### src/rtl/fss_pkg.sv
package fss_pkg;
   localparam int unsigned OFF_CTRL = 0;
   localparam int unsigned OFF_SEL  = 1;
   localparam int unsigned OFF_N    = 2;
   localparam int unsigned OFF_M    = 3;
   localparam int unsigned OFF_RN   = 4;
   localparam int unsigned OFF_RM   = 5;

   localparam int unsigned CB_OVR  = 0;
   localparam int unsigned CB_PROG = 1;
   localparam int unsigned CB_RSEL = 2;

   typedef struct packed {
      logic rsel;
      logic prog;
      logic ovr;
   } ctrl_t;
endpackage

### src/rtl/fss_strap_latch.sv
module fss_strap_latch #(
   parameter int unsigned CODE_W = 5
) (
   input  logic              clk,
   input  logic              rst_n,
   input  logic              pwrgd_n,
   input  logic [CODE_W-1:0] strap_fs,
   input  logic              strap_mode,
   output logic [CODE_W-1:0] fs_q,
   output logic              mode_q,
   output logic              valid_q
);
   logic take;
   assign take = !valid_q && !pwrgd_n;

   for (genvar i = 0; i < CODE_W; i++) begin : g_bit
      always_ff @(posedge clk or negedge rst_n) begin
         if (!rst_n)    fs_q[i] <= 1'b0;
         else if (take) fs_q[i] <= strap_fs[i];
      end
   end

   always_ff @(posedge clk or negedge rst_n) begin
      if (!rst_n) begin
         mode_q  <= 1'b0;
         valid_q <= 1'b0;
      end else if (take) begin
         mode_q  <= strap_mode;
         valid_q <= 1'b1;
      end
   end
endmodule

### src/rtl/fss_regs.sv
module fss_regs
   import fss_pkg::*;
#(
   parameter int unsigned CODE_W = 5,
   parameter int unsigned N_W    = 8,
   parameter int unsigned M_W    = 7,
   parameter int unsigned ADDR_W = 3,
   parameter int unsigned DATA_W = 8,
   parameter int unsigned DEF_N  = 97,
   parameter int unsigned DEF_M  = 93
) (
   input  logic              clk,
   input  logic              rst_n,
   input  logic              wr_en,
   input  logic [ADDR_W-1:0] wr_addr,
   input  logic [DATA_W-1:0] wr_data,
   input  logic              lock,
   output ctrl_t             ctrl_q,
   output logic [CODE_W-1:0] sel_q,
   output logic [N_W-1:0]    act_n,
   output logic [M_W-1:0]    act_m,
   output logic [N_W-1:0]    rn_q,
   output logic [M_W-1:0]    rm_q,
   output logic              invalid_q,
   output logic              chg_q
);
   localparam int unsigned CMP_W = (N_W > M_W) ? N_W : M_W;

   logic              acc;
   logic              hit_ctrl, hit_sel, hit_n, hit_m, hit_rn, hit_rm;
   logic [N_W-1:0]    raw_n;
   logic [M_W-1:0]    raw_m;
   logic [N_W-1:0]    cand_n;
   logic [M_W-1:0]    cand_m;
   logic              cand_ok;
   logic              lock_q;
   logic              ctrl_diff, sel_diff, chg_d;

   assign acc      = wr_en && !lock;
   assign hit_ctrl = acc && (wr_addr == ADDR_W'(OFF_CTRL));
   assign hit_sel  = acc && (wr_addr == ADDR_W'(OFF_SEL));
   assign hit_n    = acc && (wr_addr == ADDR_W'(OFF_N));
   assign hit_m    = acc && (wr_addr == ADDR_W'(OFF_M));
   assign hit_rn   = acc && (wr_addr == ADDR_W'(OFF_RN));
   assign hit_rm   = acc && (wr_addr == ADDR_W'(OFF_RM));

   assign cand_n  = hit_n ? wr_data[N_W-1:0] : raw_n;
   assign cand_m  = hit_m ? wr_data[M_W-1:0] : raw_m;
   assign cand_ok = CMP_W'(cand_n) > CMP_W'(cand_m);

   assign ctrl_diff = (wr_data[CB_OVR] != ctrl_q.ovr) || (wr_data[CB_PROG] != ctrl_q.prog);
   assign sel_diff  = wr_data[CODE_W-1:0] != sel_q;
   assign chg_d     = hit_n || hit_m || (hit_ctrl && ctrl_diff) ||
                      (hit_sel && sel_diff) || (lock != lock_q);

   always_ff @(posedge clk or negedge rst_n) begin
      if (!rst_n) begin
         ctrl_q    <= '0;
         sel_q     <= '0;
         raw_n     <= N_W'(DEF_N);
         raw_m     <= M_W'(DEF_M);
         act_n     <= N_W'(DEF_N);
         act_m     <= M_W'(DEF_M);
         rn_q      <= '0;
         rm_q      <= '0;
         invalid_q <= 1'b0;
         lock_q    <= 1'b0;
         chg_q     <= 1'b0;
      end else begin
         lock_q <= lock;
         chg_q  <= chg_d;
         if (hit_ctrl) begin
            ctrl_q.ovr  <= wr_data[CB_OVR];
            ctrl_q.prog <= wr_data[CB_PROG];
            ctrl_q.rsel <= wr_data[CB_RSEL];
         end
         if (hit_sel) sel_q <= wr_data[CODE_W-1:0];
         if (hit_rn)  rn_q  <= wr_data[N_W-1:0];
         if (hit_rm)  rm_q  <= wr_data[M_W-1:0];
         if (hit_n || hit_m) begin
            raw_n <= cand_n;
            raw_m <= cand_m;
            if (cand_ok) begin
               act_n     <= cand_n;
               act_m     <= cand_m;
               invalid_q <= 1'b0;
            end else begin
               invalid_q <= 1'b1;
            end
         end
      end
   end
endmodule

### src/rtl/fss_mux.sv
module fss_mux
   import fss_pkg::*;
#(
   parameter int unsigned CODE_W = 5,
   parameter int unsigned N_W    = 8,
   parameter int unsigned M_W    = 7
) (
   input  ctrl_t             ctrl,
   input  logic              lock,
   input  logic [CODE_W-1:0] fs_q,
   input  logic [CODE_W-1:0] sel_q,
   input  logic [N_W-1:0]    act_n,
   input  logic [M_W-1:0]    act_m,
   input  logic [N_W-1:0]    rn_q,
   input  logic [M_W-1:0]    rm_q,
   output logic [CODE_W-1:0] code,
   output logic [N_W-1:0]    n_o,
   output logic [M_W-1:0]    m_o,
   output logic              prog_o
);
   logic [CODE_W-1:0] ovr_code;
   assign ovr_code = ctrl.ovr ? sel_q : fs_q;

   always_comb begin
      code   = ovr_code;
      n_o    = '0;
      m_o    = '0;
      prog_o = 1'b0;
      if (lock) begin
         if (ctrl.rsel) begin
            prog_o = 1'b1;
            n_o    = rn_q;
            m_o    = rm_q;
         end else begin
            code = fs_q;
         end
      end else if (ctrl.prog) begin
         prog_o = 1'b1;
         n_o    = act_n;
         m_o    = act_m;
      end
   end
endmodule

### src/rtl/freq_src_sel.sv
module freq_src_sel
   import fss_pkg::*;
#(
   parameter int unsigned CODE_W = 5,
   parameter int unsigned N_W    = 8,
   parameter int unsigned M_W    = 7,
   parameter int unsigned ADDR_W = 3,
   parameter int unsigned DATA_W = 8,
   parameter int unsigned DEF_N  = 97,
   parameter int unsigned DEF_M  = 93
) (
   input  logic              clk,
   input  logic              rst_n,
   input  logic              pwrgd_n,
   input  logic [CODE_W-1:0] strap_fs,
   input  logic              strap_mode,
   input  logic              wr_en,
   input  logic [ADDR_W-1:0] wr_addr,
   input  logic [DATA_W-1:0] wr_data,
   input  logic              rcv_lock,
   output logic [CODE_W-1:0] ratio_code,
   output logic [N_W-1:0]    n_val,
   output logic [M_W-1:0]    m_val,
   output logic              prog_active,
   output logic              freq_chg,
   output logic              invalid,
   output logic              straps_valid,
   output logic [CODE_W-1:0] latched_fs,
   output logic              mref_mode
);
   if (CODE_W > DATA_W || N_W > DATA_W || M_W > DATA_W) begin : g_bad_w
      $error("field wider than write data");
   end
   if ((1 << ADDR_W) <= OFF_RM) begin : g_bad_a
      $error("address too narrow for register map");
   end
   if (DEF_N <= DEF_M || DEF_N >= (1 << N_W) || DEF_M >= (1 << M_W)) begin : g_bad_def
      $error("default divider pair out of range or breaks ratio rule");
   end

   ctrl_t             ctrl_q;
   logic [CODE_W-1:0] sel_q;
   logic [N_W-1:0]    act_n, rn_q;
   logic [M_W-1:0]    act_m, rm_q;

   fss_strap_latch #(.CODE_W(CODE_W)) u_latch (
      .clk(clk), .rst_n(rst_n), .pwrgd_n(pwrgd_n),
      .strap_fs(strap_fs), .strap_mode(strap_mode),
      .fs_q(latched_fs), .mode_q(mref_mode), .valid_q(straps_valid)
   );

   fss_regs #(
      .CODE_W(CODE_W), .N_W(N_W), .M_W(M_W), .ADDR_W(ADDR_W),
      .DATA_W(DATA_W), .DEF_N(DEF_N), .DEF_M(DEF_M)
   ) u_regs (
      .clk(clk), .rst_n(rst_n), .wr_en(wr_en), .wr_addr(wr_addr),
      .wr_data(wr_data), .lock(rcv_lock), .ctrl_q(ctrl_q), .sel_q(sel_q),
      .act_n(act_n), .act_m(act_m), .rn_q(rn_q), .rm_q(rm_q),
      .invalid_q(invalid), .chg_q(freq_chg)
   );

   fss_mux #(.CODE_W(CODE_W), .N_W(N_W), .M_W(M_W)) u_mux (
      .ctrl(ctrl_q), .lock(rcv_lock), .fs_q(latched_fs), .sel_q(sel_q),
      .act_n(act_n), .act_m(act_m), .rn_q(rn_q), .rm_q(rm_q),
      .code(ratio_code), .n_o(n_val), .m_o(m_val), .prog_o(prog_active)
   );
endmodule

### config.mk
export PLATFORM = sky130hd
export DESIGN_NAME = freq_src_sel
export DESIGN_NICKNAME = d
export VERILOG_FILES = /design/src/rtl/fss_pkg.sv /design/src/rtl/fss_strap_latch.sv /design/src/rtl/fss_regs.sv /design/src/rtl/fss_mux.sv /design/src/rtl/freq_src_sel.sv
export SDC_FILE = /design/constraint.sdc
export NUM_CORES = 1
export LEC_CHECK = 0
export ABC_AREA = 1
export BUFFER_PORTS_ARGS = -buffer_cell sky130_fd_sc_hd__buf_2
export CAP_MARGIN = 20
export CORE_MARGIN = 5
export CORE_UTILIZATION = 49
export CTS_BUF_LIST = sky130_fd_sc_hd__clkbuf_4 sky130_fd_sc_hd__clkbuf_8
export DETAILED_ROUTE_END_ITERATION = 8
export HOLD_SLACK_MARGIN = 0.15
export PLACE_DENSITY = 0.71
export SKIP_CTS_REPAIR_TIMING = 1
export SLEW_MARGIN = 20
export SYNTH_ARGS = -nofsm -noshare
export SYNTH_HDL_FRONTEND = slang
export SYNTH_SLANG_ARGS = --single-unit
export TNS_END_PERCENT = 50
### constraint.sdc
create_clock -name clk -period 3 [get_ports clk]
set_clock_uncertainty 0.15 [all_clocks]
set_input_delay 0.3 -clock clk [delete_from_list [all_inputs] [get_ports clk]]
set_output_delay 0.3 -clock clk [all_outputs]
set_load 0.1 [all_outputs]
== Yosys cells after proc, flatten, opt, wreduce, memory -nomap -nowiden ==
Cells that the tools add are included.

* Register bits: 63

* $lt $le $gt $ge: 1
* Eq/ne operators: 9
* Muxes and demuxes: 15
* Reduce and logical (&&, ||, !) cells: 20

{| class="wikitable"
|+ Operators by type and width
! kind !! count
|-
| 8-bit 2-to-1 mux || 4
|-
| 7-bit 2-to-1 mux || 4
|-
| 5-bit 2-to-1 mux || 3
|-
| 1-bit logical AND || 10
|-
| 8-bit by 7-bit greater-than comparator with 1-bit output || 1
|-
| 3-bit by 2-bit equality test with 1-bit output, second input constant || 2
|-
| 3-bit equality test, second input constant || 2
|-
| 1-bit logical OR || 5
|-
| 5-bit inequality test || 1
|-
| 1-bit 2-to-1 mux || 4
|-
| 3-bit by 1-bit equality test with 1-bit output, second input constant || 1
|-
| 1-bit zero test || 3
|-
| 3-bit zero test || 1
|-
| 1-bit inequality test || 3
|-
| 2-bit AND reduction || 1
|}

== Depth between registers and ports, before layout ==
* Depth in word-level cells: 7
* Mapped depth: 23

== Hierarchy ==
From an unflattened synthesis, not the netlist that was laid out.

* Cell total of the unflattened synthesis: 375
* Area total of the unflattened synthesis: 3,090.5 um^2

{| class="wikitable"
|+ Modules (own cells, without submodules)
! module !! instances !! cells an instance !! area each (um^2) !! sequential area each (um^2)
|-
| fss_regs || 1 || 276 || 2,506.2 || 1,421.4
|-
| fss_mux || 1 || 72 || 316.6 || 0.0
|-
| fss_strap_latch || 1 || 27 || 267.8 || 175.2
|}

== Worst setup path after synthesis ==
No wires, ideal clock.

* Path type: register -> output
* Start point: register, netlist name u_regs.ctrl_q[2]
* End point: output m_val[0]
* Data arrival time: 2.893 ns
* Setup slack: -0.343 ns
* Stages on the path, launching flop included: 4
* Cell sequence: dfrtp_1 clkbuf_1 nand2_1 o21ai_0

* Word-level cells in the longest chain between the ends: 2

{| class="wikitable"
|+ Ends and longest elaborated chain
! item !! RTL line !! text
|-
| 7-bit 2-to-1 mux || fss_mux.sv:30 || <nowiki>if (ctrl.rsel) begin</nowiki>
|-
| 7-bit 2-to-1 mux || fss_mux.sv:29 || <nowiki>if (lock) begin</nowiki>
|-
| end: declaration || freq_src_sel.sv:23 || <nowiki>output logic [M_W-1:0] m_val,</nowiki>
|}

Every way passes these cells.

== Worst setup path after layout ==
* Start point: register, netlist name u_regs.ctrl_q[2]
* End point: output ratio_code[4]

* Word-level cells in the longest chain between the ends: 2

{| class="wikitable"
|+ Ends and longest elaborated chain
! item !! RTL line !! text
|-
| 5-bit 2-to-1 mux || fss_mux.sv:30 ||
|-
| 5-bit 2-to-1 mux || fss_mux.sv:29 ||
|-
| end: declaration || freq_src_sel.sv:21 || <nowiki>output logic [CODE_W-1:0] ratio_code,</nowiki>
|}

Every way passes these cells.

==> impl_metrics.csv <==
group,metric,value,unit
timing,rsz0062_at_grt,"no",
timing,setup-tns-final,0,ps
grt,gr-total-overflow,0,
finish,drive_gt1_share,24.7,%
timing,finalCritPeriodShare,87.5,%
finish,layout_common_cells,"nand2_1, buf_2, dfrtp_1",
setup_path,worst-path-buf-inv,1,
timing,fin_hold_ws,172,ps
clock_network,cts_buffers,9,
floorplan,die-area,7890,um2
power_and_ir_drop,ir_worst_vdd,829,uV
logic_synthesis,synth-main-ff-cell,"dfrtp_1",
logic_synthesis,synth_edf_count,0,
route,drt_iter0_drc,163,
setup_path,startpoint_type,"flop",
timing,layout_min_cycle_time,2620,ps
setup_path,cp-end-kind,"output port",
route,postRouteAntennaNets,0,
clock_network,cts_tree,"built",
route,firstDrtPassIters,4,
setup_path,crit_required,2550,ps
logic_synthesis,ys_ff_latch,63,
clock_network,cts_max_level,3,
setup_path,crit_arrival,2170,ps
finish,final_common_cell,"nand2_1",
route,drc_errors,0,
timing,fmax,381,MHz
grt,grt_pass1_vias,2408,
finish,final_nets,458,
clock_network,clockBufferDepth,2,
placement,gp_congestion,0.832,
timing,setup_viol,0,
setup_path,worstPathMaxFanout,11,
timing,final_max_slew_viol_count,0,
route,drt_wl_total,7590,um
logic_synthesis,synthArstFlopShare,100,%
setup_path,critPathTopFamily,"compound AO/OA/AOI/OAI gates",
setup_path,crit_type,"flop to output port",
clock_network,root_buffer,"clkbuf_8",
floorplan,coreArea,5990,um2
floorplan,start_util,50.8,%
timing,tightest_slew,742,ps
placement,post-dp-hpwl,5190,um
grt,grt_pass1_wl,12000,um
finish,insertedDiodeCount,0,
grt,grt_max_degree,39,
grt,antenna_found_initial,0,
logic_synthesis,yosysWarnings,0,
status,run_status,"finished clean",
grt,grt_usage,20.2,%
hold_path,hp-class,"input pin to flop",
finish,syn_to_final_growth,24.2,%
logic_synthesis,syn-instance-count,360,
route,vias_per_cell,5.17,
power_and_ir_drop,p_per_area,936,nW/um2
logic_synthesis,ys_seq_area_share,52.5,%
timing,slew_headroom,50.4,%
logic_synthesis,yosys.cell_types.count,28,
floorplan,die_h,88.8,um
clock_network,clk_pin_slew,60,ps
logic_synthesis,yosys.area.top_type_share,38.7,%
floorplan,rows,28,
setup_path,crit_chain,"o21ai_1, nand2_1, o21ai_0, buf_2",
placement,io_buffers,51,
route,vias,2633,
logic_synthesis,syn_avg_cell_area,8.45,um2
logic_synthesis,syn-num-nets,389,
clock_network,cts_sinks,63,
setup_path,crit_slowest_cell,"o21ai_1",
logic_synthesis,yosys-top-cells-area,"dfrtp_1, dfstp_2, nand2_1",
setup_path,cp_slowest_stage_delay,610,ps
floorplan,pin_count,52,
clock_network,insertion_delay,340,ps
run,drv_cap,0,
power_and_ir_drop,power_leakage,1.93,nW
logic_synthesis,synth_top_cell_by_area,"dfrtp_1",
power_and_ir_drop,power,3.54,mW
timing,finalHoldViolCount,0,
route,avgRoutedWirePerCell,14.9,um
floorplan,fp.dieW,88.8,um
logic_synthesis,netlist_area,3040,um2
[report_power, final]
part | total [mW] | internal [mW] | switching, mW
Sequential | 1.23 | 1.10 | 0.128
Combinational | 1.37 | 0.291 | 1.08
Clock | 0.939 | 0.617 | 0.323
Total | 3.54 | 2.01 | 1.53
[layer usage]
layer  share of wire (%)  wire length (um)  GRT usage, %
met1                  47              3550          28.3
met2                  47              3540          31.1
met3                 4.7               353          3.26
met4                 2.0               151          8.52
met5                   0                 0             0
[cells in the mapped netlist, drive strengths merged, types with 3 or more instances]
master,n
nand2,100
o21ai,53
dfrtp,47
inv,43
nand3,41
dfstp,16
nor2,11
buf,9
ha,7
clkbuf,6
mux2,6
a21oi,5
o22ai,4
xnor2,4
o21a,3
[kinds of logic after synthesis]
logic type      after synthesis  synth area share, %
mux                           6                 2.22
buf+inv                      58                 7.65
fa+ha+maj                     7                 2.88
xor+xnor                      4                 1.15
simple gates                157                 22.4
flops                        63                 52.5
compound gates               65                 11.2
[worst paths after layout]
check	from	to	slack, ps	cells past startpoint
min in group asynchronous	rst_n	u_latch.mode_q$_DFFE_PN0P_	350	2
max in group asynchronous	rst_n	u_regs.act_n[6]$_DFFE_PN1P_	1430	3
hold reg to reg	u_regs.act_n[5]$_DFFE_PN1P_	u_regs.act_n[5]$_DFFE_PN1P_	310	2
setup reg to reg	u_regs.raw_m[2]$_DFFE_PN1P_	u_regs.act_n[3]$_DFFE_PN0P_	740	16
hold / removal	rcv_lock	u_regs.lock_q$_DFF_PN0_	170	2
setup / recovery	u_regs.ctrl_q[2]$_DFFE_PN0P_	ratio_code[4]	380	4
[registers in the layout (all words and copies together) (netlist names)]
name              flops
u_latch.fs_q          5
u_regs.sel_q          5
u_regs.rm_q           7
u_latch.mode_q        1
u_latch.valid_q       1
u_regs.raw_n          8
u_regs.lock_q         1
u_regs.act_m          7
u_regs.raw_m          7
u_regs.rn_q           8
u_regs.chg_q          1
u_regs.ctrl_q         3
u_regs.invalid_q      1
u_regs.act_n          8
[per-stage QoR]
| step | util [%] | setup slack (ps) | cells | area (um2) |
|---|---|---|---|---|
| 2_1_floorplan | - | -343 | 360 | 3040 |
| 6_report | 63.1 | 375 | 509 | 3780 |
| 3_3_place_gp | 56.3 | 174 | 478 | 3370 |
| 5_1_grt | 63.1 | 88.6 | 509 | 3780 |
| 3_5_place_dp | 56.3 | 99.1 | 478 | 3370 |
| 4_1_cts | 60.6 | 418 | 494 | 3630 |
[final cells by class]
| type | count | area [um2] |
|---|---|---|
| sequential | 63 | 1600 |
| clock buffer | 13 | 166 |
| multi-input combinational | 239 | 1210 |
| fill | 507 | 2210 |
| clock inverter | 3 | 90.1 |
| timing repair buffer | 73 | 458 |
| tap | 75 | 93.8 |
| inverter | 43 | 161 |
[worst register-to-register path, cell delays in order (launching register included)]
cell and delay (ps):
dfstp_2 510, inv_1 30, nand2_1 50, o21a_1 200, inv_1 60, ha_1 270, nand2_1 60, nor2_1 110
nand2_1 70, nand3_1 60, nand2_1 50, nand2_1 50, nand2_1 60, nand2_2 70, nand2_2 170, nand2_1 130
nand2_1 60
No activity file was read; power rests on OpenSTA's default activity.
